==> src/rtl/modem_link_pkg.sv <==
package modem_link_pkg;

    typedef enum logic [2:0] {
        ST_IDLE  = 3'd0,
        ST_RING  = 3'd1,
        ST_DSR   = 3'd2,
        ST_CTS   = 3'd3,
        ST_UP    = 3'd4,
        ST_HOLD  = 3'd5,
        ST_DONE  = 3'd6,
        ST_FAULT = 3'd7
    } link_state_e;

    typedef struct packed {
        logic dtr;
        logic rts;
        logic fault;
    } line_drive_t;

    function automatic line_drive_t drive_of(link_state_e st);
        line_drive_t d;
        d.dtr   = (st == ST_DSR) || (st == ST_CTS) || (st == ST_UP) || (st == ST_HOLD);
        d.rts   = (st == ST_CTS) || (st == ST_UP) || (st == ST_HOLD);
        d.fault = (st == ST_FAULT);
        return d;
    endfunction

    function automatic logic in_bringup(link_state_e st);
        return (st == ST_RING) || (st == ST_DSR) || (st == ST_CTS);
    endfunction

    function automatic int unsigned cnt_width(int unsigned limit);
        return (limit < 2) ? 1 : $clog2(limit + 1);
    endfunction

endpackage

==> src/rtl/modem_link_timer.sv <==
module modem_link_timer #(
    parameter int unsigned LIMIT = 100
) (
    input  logic clk,
    input  logic rst,
    input  logic clr,
    input  logic run,
    input  logic tick,
    output logic expired
);
    import modem_link_pkg::*;

    localparam int unsigned W = cnt_width(LIMIT);
    localparam logic [W-1:0] LIM = W'(LIMIT);

    logic [W-1:0] cnt;

    always_ff @(posedge clk) begin
        if (rst || clr) begin
            cnt <= '0;
        end else if (run && tick && (cnt != LIM)) begin
            cnt <= cnt + 1'b1;
        end
    end

    assign expired = (cnt == LIM);

endmodule

==> src/rtl/modem_link_fsm.sv <==
module modem_link_fsm
    import modem_link_pkg::*;
(
    input  logic        clk,
    input  logic        rst,
    input  logic        link_req,
    input  logic        modem_sel,
    input  logic        last_char_sent,
    input  logic        dsr_in,
    input  logic        cts_in,
    input  logic        dcd_in,
    input  logic        ring_in,
    input  logic        line_exp,
    input  logic        hs_exp,
    input  logic        char_exp,
    input  logic        hold_exp,
    output link_state_e state
);

    link_state_e st_n;

    always_comb begin
        st_n = state;
        unique case (state)
            ST_IDLE: begin
                if (link_req) st_n = modem_sel ? ST_RING : ST_DSR;
            end
            ST_RING: begin
                if (!link_req)     st_n = ST_IDLE;
                else if (line_exp) st_n = ST_FAULT;
                else if (ring_in)  st_n = ST_DSR;
            end
            ST_DSR: begin
                if (!link_req)     st_n = ST_IDLE;
                else if (line_exp) st_n = ST_FAULT;
                else if (dsr_in)   st_n = ST_CTS;
            end
            ST_CTS: begin
                if (!link_req)                  st_n = ST_IDLE;
                else if (line_exp || hs_exp)    st_n = ST_FAULT;
                else if (dsr_in && cts_in && dcd_in) st_n = ST_UP;
            end
            ST_UP: begin
                if (!dsr_in || !link_req) st_n = ST_IDLE;
                else if (char_exp)        st_n = ST_FAULT;
                else if (last_char_sent)  st_n = ST_HOLD;
            end
            ST_HOLD: begin
                if (!dsr_in)       st_n = ST_IDLE;
                else if (hold_exp) st_n = ST_DONE;
            end
            ST_DONE: begin
                if (!link_req) st_n = ST_IDLE;
            end
            ST_FAULT: begin
                if (!link_req) st_n = ST_IDLE;
            end
            default: st_n = ST_IDLE;
        endcase
    end

    always_ff @(posedge clk) begin
        if (rst) state <= ST_IDLE;
        else     state <= st_n;
    end

endmodule

==> src/rtl/modem_link_seq.sv <==
module modem_link_seq
    import modem_link_pkg::*;
#(
    parameter int unsigned TMO_LINE   = 30000,
    parameter int unsigned TMO_HS     = 5000,
    parameter int unsigned TMO_CHAR   = 7000,
    parameter int unsigned HOLD_TICKS = 100
) (
    input  logic clk,
    input  logic rst,
    input  logic link_req,
    input  logic modem_sel,
    input  logic last_char_sent,
    input  logic char_waiting,
    input  logic xmit_ready,
    input  logic dsr_in,
    input  logic cts_in,
    input  logic dcd_in,
    input  logic ring_in,
    input  logic ms_tick,
    output logic dtr_out,
    output logic rts_out,
    output logic link_up,
    output logic xmit_enable,
    output logic link_fault
);

    localparam int NT = 4;
    localparam int unsigned LIMITS [NT] = '{TMO_LINE, TMO_HS, TMO_CHAR, HOLD_TICKS};

    link_state_e state;
    line_drive_t drv;
    logic [NT-1:0] t_run, t_clr, t_exp;

    assign t_run[0] = in_bringup(state);
    assign t_clr[0] = (state == ST_IDLE);
    assign t_run[1] = (state == ST_CTS);
    assign t_clr[1] = !t_run[1];
    assign t_run[2] = (state == ST_UP) && char_waiting && !xmit_ready;
    assign t_clr[2] = !t_run[2];
    assign t_run[3] = (state == ST_HOLD);
    assign t_clr[3] = !t_run[3];

    for (genvar i = 0; i < NT; i++) begin : g_tmr
        modem_link_timer #(.LIMIT(LIMITS[i])) u_tmr (
            .clk     (clk),
            .rst     (rst),
            .clr     (t_clr[i]),
            .run     (t_run[i]),
            .tick    (ms_tick),
            .expired (t_exp[i])
        );
    end

    modem_link_fsm u_fsm (
        .clk            (clk),
        .rst            (rst),
        .link_req       (link_req),
        .modem_sel      (modem_sel),
        .last_char_sent (last_char_sent),
        .dsr_in         (dsr_in),
        .cts_in         (cts_in),
        .dcd_in         (dcd_in),
        .ring_in        (ring_in),
        .line_exp       (t_exp[0]),
        .hs_exp         (t_exp[1]),
        .char_exp       (t_exp[2]),
        .hold_exp       (t_exp[3]),
        .state          (state)
    );

    assign drv         = drive_of(state);
    assign dtr_out     = drv.dtr;
    assign rts_out     = drv.rts;
    assign link_fault  = drv.fault;
    assign link_up     = ((state == ST_UP) || (state == ST_HOLD)) && dsr_in && cts_in;
    assign xmit_enable = link_up && xmit_ready;

endmodule

==> config.mk <==
export PLATFORM = sky130hd
export DESIGN_NAME = modem_link_seq
export DESIGN_NICKNAME = d
export VERILOG_FILES = /design/src/rtl/modem_link_pkg.sv /design/src/rtl/modem_link_timer.sv /design/src/rtl/modem_link_fsm.sv /design/src/rtl/modem_link_seq.sv
export SDC_FILE = /design/constraint.sdc
export NUM_CORES = 1
export LEC_CHECK = 0
export ABC_AREA = 1
export ABC_CLOCK_PERIOD_IN_PS = 2029
export CAP_MARGIN = 20
export CORE_MARGIN = 1
export CORE_UTILIZATION = 64
export CTS_CLUSTER_SIZE = 28
export DETAILED_ROUTE_END_ITERATION = 6
export DONT_BUFFER_PORTS = 1
export PLACE_DENSITY = 0.8
export REMOVE_ABC_BUFFERS = 1
export SYNTH_ARGS = -nofsm -noshare
export SYNTH_HDL_FRONTEND = slang
export SYNTH_HIERARCHICAL = 1
export SYNTH_SLANG_ARGS = --single-unit
==> constraint.sdc <==
create_clock -name clk -period 2.03 [get_ports clk]
set_input_delay 0.1015 -clock clk [delete_from_list [all_inputs] [get_ports clk]]
set_output_delay 0.1015 -clock clk [all_outputs]
set_load 0.01 [all_outputs]
==> impl_metrics.py, run 1 <==
metrics = {
    "logic_synthesis": {
        "ys_seq_area_share_pct": 26.80,
        "yosysTopAreaCell": "dfxtp_1",
        "synth_top_area_share_pct": 26.80,
        "synth_area_leaders": "dfxtp_1, nand2_1, nor2_1, nand3_1, inv_1",
        "synth_commonest_cells": "nand2_1, nor2_1, inv_1",
        "synth_edf_count": 0,
        "syn_inst": 612,
        "yosys_register_bits": 51,
        "yosysMostFrequentCell": "nand2_1",
        "synth-async-reset-ratio_pct": 0,
        "avgSynthCellArea_um2": 6.225,
        "netlist_area_um2": 3810,
        "synth_flop_cell": "dfxtp_1",
        "ys_warn_count": 6,
        "ys_types": 35,
    },
    "critical_path": {
        "cp_slowest_stage_delay_ps": 360,
        "crit_chain": "inv_1, ha_1, nand2_1, nor2_2, nor4b_1, nor2_1, nand2_1, nor2_1, nor2_2, nand2_4, nor2_1, nor2_1",
        "end_kind": "register",
        "start_kind": "register",
        "critPathMaxFanout": 6,
        "path_buf_inv": 1,
        "crit_family": "simple AND/OR/NAND/NOR gates",
        "cpMostUsedCell": "nor2_1",
        "r2r_start": "g_tmr[1].u_tmr/cnt[0]",
        "worst-setup-path-type": "reg2reg",
        "crit_arrival_ps": 2040,
        "crit_required_ps": 2240,
        "slowest_stage": "dfxtp_1",
        "crit_start": "g_tmr[1].u_tmr/cnt[0]",
    },
    "clocking": {
        "clock_latency_ps": 310,
        "cts-root-buf": "clkbuf_8",
        "cts_buffer_depth": 2,
        "cts_sinks": 51,
        "cts_setup_buffers": 0,
        "htreeDepth": 2,
        "cts_tree": "built",
        "path_clk_slew_ps": 90,
        "cts_made_buffers": 5,
    },
    "place": {
        "dp_hpwl_um": 5994,
        "place_inst": 679,
        "postPlaceCellArea_um2": 3832,
        "gp_congestion": 0.8695,
        "io_buffers": 0,
    },
    "sta": {
        "holdWs_ps": 49.92,
        "setup_viol": 0,
        "worst_slew_pin_slew_ps": 515.4,
        "fin_worst_skew_ps": 4.926,
        "finalCriticalPeriod_ps": 1824,
        "slew_violations": 0,
        "maxSlewHeadroom_pct": 65.60,
        "max_freq_mhz": 548.3,
        "hold_viol_final": 0,
        "finalCritPeriodShare_pct": 89.85,
    },
    "run_status": {
        "status": "finished clean",
    },
    "power_and_ir_drop": {
        "p_leak_nw": 1.436,
        "p_per_area_nw_per_um2": 665.5,
        "vdd_drop_max_mv": 0.4777,
    },
    "cells_and_area": {
        "n_antenna_cell": 0,
        "layout.nets": 635,
        "utilization_pct": 70.44,
        "areaGrowthSynthToFinish_pct": 3.678,
        "fin_cells": 688,
        "stdcell_area_um2": 3950,
        "drive_gt1_share_pct": 12.18,
    },
    "grt": {
        "grt_max_degree": 16,
        "grt_util_met1_pct": 35.83,
        "groute.layer.met3.usage_pct": 5.402,
        "busiest_layer": "met2",
        "antenna_found_initial": 0,
        "use_met2_pct": 46.38,
        "grt_first_pass_wirelength_um": 14030,
        "grt-ovfl-total": 0,
        "track_usage_pct": 27.72,
        "grt_pass1_vias": 3288,
    },
    "floorplan": {
        "die_height_um": 79.16,
        "rows": 27,
        "dieArea_um2": 6266,
        "io_pins": 17,
        "initial_core_util_pct": 67.94,
        "die_x_um": 79.16,
        "core_um2": 5608,
    },
    "worst_hold_path": {
        "holdCritStartpoint": "modem_sel",
        "worstHoldPathType": "in2reg",
    },
    "detailed_routing": {
        "drc": 0,
        "drtIter0Drc": 205,
        "antenna_left": 0,
        "wl_um": 7989,
        "drt_pass1_iterations": 5,
        "wire_per_inst_um": 11.61,
        "vias": 3628,
        "via_per_inst": 5.273,
    },
    "run": {
        "drv_cap": 0,
    },
}
state kept, by name, indices dropped and copies added, names as in the netlist:
register,cells
g_tmr.u_tmr/cnt,48
u_fsm/state,3
where the power goes:
part / internal [W] / switching, W / total [W]
combinational: 0.000263 / 0.000586 / 0.000848
sequential: 0.00104 / 0.0000750 / 0.00111
clock: 0.000311 / 0.000355 / 0.000666
logic make-up after synthesis:
kind of cell    after synthesis  synth area share, %
compound gates               44                6.634
xor+xnor                     16                3.678
fa+ha+maj                     8                2.627
buf+inv                      98                11.89
flops                        51                26.80
simple gates                395                48.37
final timing paths:
kind | endpoint | slack, ps | depth (start not counted)
hold reg to reg | g_tmr[1].u_tmr/cnt[4] | 500 | 2
setup reg to reg | u_fsm/state[1] | 210 | 12
setup / recovery | u_fsm/state[1] | 210 | 12
hold / removal | u_fsm/state[0] | 50 | 4
placed cells by master, fill, tap and decap left out, types with 8 or more instances in the layout:
cell type,Yosys,final
a21oi_1,28,28
a21oi_2,8,8
buf_4,1,9
dfxtp_1,51,50
ha_1,8,8
inv_1,73,73
nand2_1,180,180
nand2_2,8,8
nand3_1,56,56
nand4_1,22,22
nor2_1,86,85
nor2_2,13,14
xor2_1,14,14
per-stage QoR:
stage          total power, W  setup TNS, ps  worst slack (ps)
2_1_floorplan        0.001740              0             298.7
3_3_place_gp         0.001958              0             260.8
3_5_place_dp         0.001969              0             202.4
4_1_cts              0.002634              0             167.3
5_1_grt              0.002803         -102.6            -38.99
6_report             0.002629              0             206.0
tightest hold or removal path: stages:
cell and delay, ps:
nand2_1 30, nand3_1 70, nor2_1 40, nor2_1 80
cell type report:
cell class / instances / area, µm²
multi-input combinational: 463 / 2338
fill: 522 / 1658
sequential: 51 / 1022
inverter: 84 / 317.8
clock buffer: 7 / 96.34
tap: 72 / 90.09
timing repair buffer: 10 / 77.57
clock inverter: 1 / 7.507
routing by layer:
layer | wire length [µm] | vias to the layer above
li1 | - | 1923
met1 | 3878 | 1614
met2 | 3671 | 87
met3 | 393 | 4
met4 | 45 | 0
met5 | 0 | -
what timing repair did:
item                                   in CTS  in global routing
setup endpoints to repair                   0                  3
hold buffers                                1                  0
gates resized for setup                     0                  2
endpoints found under the hold margin       9                  0
Power figures use the tool's default switching activity.
==> inputs of run 2 (changes only) <==
- ABC_AREA: 1 -> 0
- CORE_UTILIZATION: 64 -> 63
- PLACE_DENSITY: 0.8 -> 0.79
==> run 2 against run 1 <==
The run now ends with DRC, setup timing left. Register-to-register slack worse by 280 ps. Non-clock buffer count up 37. Setup slack got worse by 280 ps. Hold slack got worse by 38 ps. Cell count down 33%. Clock skew is 6.3 ps higher. Highest routed layer unchanged.
==> impl_metrics.py, run 2 <==
metrics = {
    "logic_synthesis": {
        "synth_area_leaders": "dfxtp_1, nand2_1, nor2_1, or3_1, a21oi_1",
        "synth_top_area_share_pct": 34.00,
        "yosysMostFrequentCell": "dfxtp_1",
        "netlist_area_um2": 3003,
        "ys_seq_area_share_pct": 34.00,
        "synth-async-reset-ratio_pct": 0,
        "synth_edf_count": 0,
        "yosys_register_bits": 51,
        "ys_warn_count": 6,
        "synth_flop_cell": "dfxtp_1",
        "syn_inst": 360,
        "ys_types": 63,
        "synth_commonest_cells": "dfxtp_1, nand2_1, nor2_1",
        "avgSynthCellArea_um2": 8.341,
        "yosysTopAreaCell": "dfxtp_1",
    },
    "cells_and_area": {
        "mostFrequentLayoutCells": "dfxtp_1, nand2_1, buf_4",
        "n_fill_cell": 285,
        "top_regs": "g_tmr.u_tmr/cnt x48, u_fsm/state x3",
        "layout.nets": 427,
        "fin_cells": 459,
        "top_register": "g_tmr.u_tmr/cnt",
        "final_common_cell": "dfxtp_1",
        "utilization_pct": 81.54,
        "drive_gt1_share_pct": 25.55,
        "largest_reg_flops": 48,
        "areaGrowthSynthToFinish_pct": 21.50,
        "n_antenna_cell": 0,
    },
    "sta": {
        "setup_viol": 3,
        "max_freq_mhz": 476.0,
        "maxSlewHeadroom_pct": 57.17,
        "hold_viol_final": 0,
        "slew_violations": 0,
        "fin_worst_skew_ps": 11.21,
        "worst_slew_pin_slew_ps": 640.0,
        "timing.final.ws_setup_ps": -70.80,
        "finalCritPeriodShare_pct": 103.5,
        "rsz0062_at_grt": "true",
        "finalCriticalPeriod_ps": 2101,
    },
    "power_and_ir_drop": {
        "p_per_area_nw_per_um2": 752.6,
        "swShare_pct": 33.65,
        "p_sw_w": 0.0009241,
        "p_seq_share_pct": 40.1,
        "vdd_drop_max_mv": 0.5288,
        "p_clk_share_pct": 25.2,
        "p_comb_share_pct": 34.7,
        "p_leak_nw": 1.212,
        "p_int_w": 0.001822,
    },
    "run": {
        "drv_cap": 0,
    },
    "detailed_routing": {
        "drc": 1,
        "wl_um": 7530,
        "wire_per_inst_um": 16.41,
        "drtIter0Drc": 208,
        "via_per_inst": 6.336,
        "vias": 2908,
        "drt_pass1_iterations": 7,
        "antenna_left": 0,
    },
    "grt": {
        "antenna_found_initial": 0,
        "grt_pass1_vias": 2607,
        "grt_first_pass_wirelength_um": 11850,
        "grt_max_degree": 18,
        "grt-ovfl-total": 0,
        "track_usage_pct": 29.56,
    },
    "clocking": {
        "cts_buffer_depth": 2,
        "cts_made_buffers": 5,
        "cts_tree": "built",
        "cts-root-buf": "clkbuf_8",
        "cts_sinks": 51,
        "clock_latency_ps": 300,
        "path_clk_slew_ps": 100,
        "htreeDepth": 2,
    },
    "critical_path": {
        "worst-setup-path-type": "reg2reg",
        "slowest_stage": "or4b_4",
        "crit_required_ps": 2220,
        "critPathMaxFanout": 2,
        "path_buf_inv": 0,
        "crit_arrival_ps": 2290,
        "cp_slowest_stage_delay_ps": 540,
        "start_kind": "register",
        "crit_chain": "or4b_4, nor4_4, or3b_4, a31oi_4, o31a_1, nor2_4, a311oi_2",
        "end_kind": "register",
        "crit_family": "simple AND/OR/NAND/NOR gates",
    },
    "place": {
        "dp_hpwl_um": 5063,
        "place_ws_ps": -91.23,
        "place_inst": 443,
        "io_buffers": 0,
        "gp_congestion": 0.8486,
    },
    "floorplan": {
        "initial_core_util_pct": 67.11,
        "die_height_um": 71.04,
        "dieArea_um2": 5047,
        "io_pins": 17,
        "core_um2": 4474,
        "die_x_um": 71.04,
        "rows": 24,
    },
    "run_status": {
        "status": "finished with violations",
        "violations": "DRC, setup timing",
    },
    "worst_hold_path": {
        "worstHoldPathType": "in2reg",
    },
}
## run 2: tightest hold or removal path: stages
cell and delay (ps):
nor2_1 50, nand2_1 60, o21ai_0 60
## run 2: kinds of logic (layout without fill, tap and decap cells)
kind of cell,Yosys count,in the layout,share of synthesized area [%]
AOI/OAI and AO/OA,68,68,15.00
and+or+nand+nor,187,187,36.88
xor gates and xnor gates,18,18,5.250
buffers and inverters,20,67,2.875
muxes,8,8,2.667
adders and majority gates,8,8,3.333
DFF,51,51,34.00
## run 2: final timing paths
path	slack [ps]	endpoint	cells past startpoint	start
worst min register to register	470	g_tmr[0].u_tmr/cnt[14]	2	g_tmr[0].u_tmr/cnt[14]
worst max-delay path	-70	u_fsm/state[2]	7	g_tmr[1].u_tmr/cnt[11]
worst max register to register	-70	u_fsm/state[2]	7	g_tmr[1].u_tmr/cnt[11]
worst min-delay path	10	g_tmr[3].u_tmr/cnt[2]	3	rst
## run 2: layer usage
metal  part of all wire [%]  vias to the layer above  track usage, %
li1                       -                     1427               -
met1                     43                     1362           38.65
met2                     49                      107           48.93
met3                    6.5                       12           5.413
met4                    1.5                        0           10.67
met5                      0                        -               0
## run 2: what timing repair did
action / in CTS / in global routing
buffers inserted: 0 / 2
setup endpoints to repair: 6 / 13
gates resized for setup: 10 / 27
hold buffers: 7 / 0
pin swaps: 11 / 13
endpoints found under the hold margin: 11 / 0
## run 2: stage by stage
stage	instance area (µm²)	setup TNS, ps	power (W)	hold slack (ps)
2_1_floorplan	2965	-161.4	0.001618	173.6
3_3_place_gp	3316	-25.42	0.001831	176.5
3_5_place_dp	3316	-197.1	0.001845	177.6
4_1_cts	3525	-178.3	0.002581	4.041
5_1_grt	3649	-380.5	0.002869	17.53
6_report	3649	-149.7	0.002746	11.75
## run 2: area by class of cell
class	count	area, µm²	share of cell area [%]
clock buffers	6	72.57	1.989
clock inverters	1	30.03	0.8230
inverters	13	48.80	1.337
multi-input cells	289	2026	55.52
flip-flops and latches	51	1032	28.29
well taps	52	65.06	1.783
repair buffers	47	374.1	10.25
## run 2: power by group through the flow
stage                     sequential [W]  combinational [W]  clock [W]
after floorplan                  0.00115           0.000470          0
after global placement           0.00111           0.000723          0
after detailed placement         0.00111           0.000734          0
after CTS                        0.00109           0.000795   0.000696
after global routing             0.00111            0.00102   0.000742
final                            0.00110           0.000954   0.000691
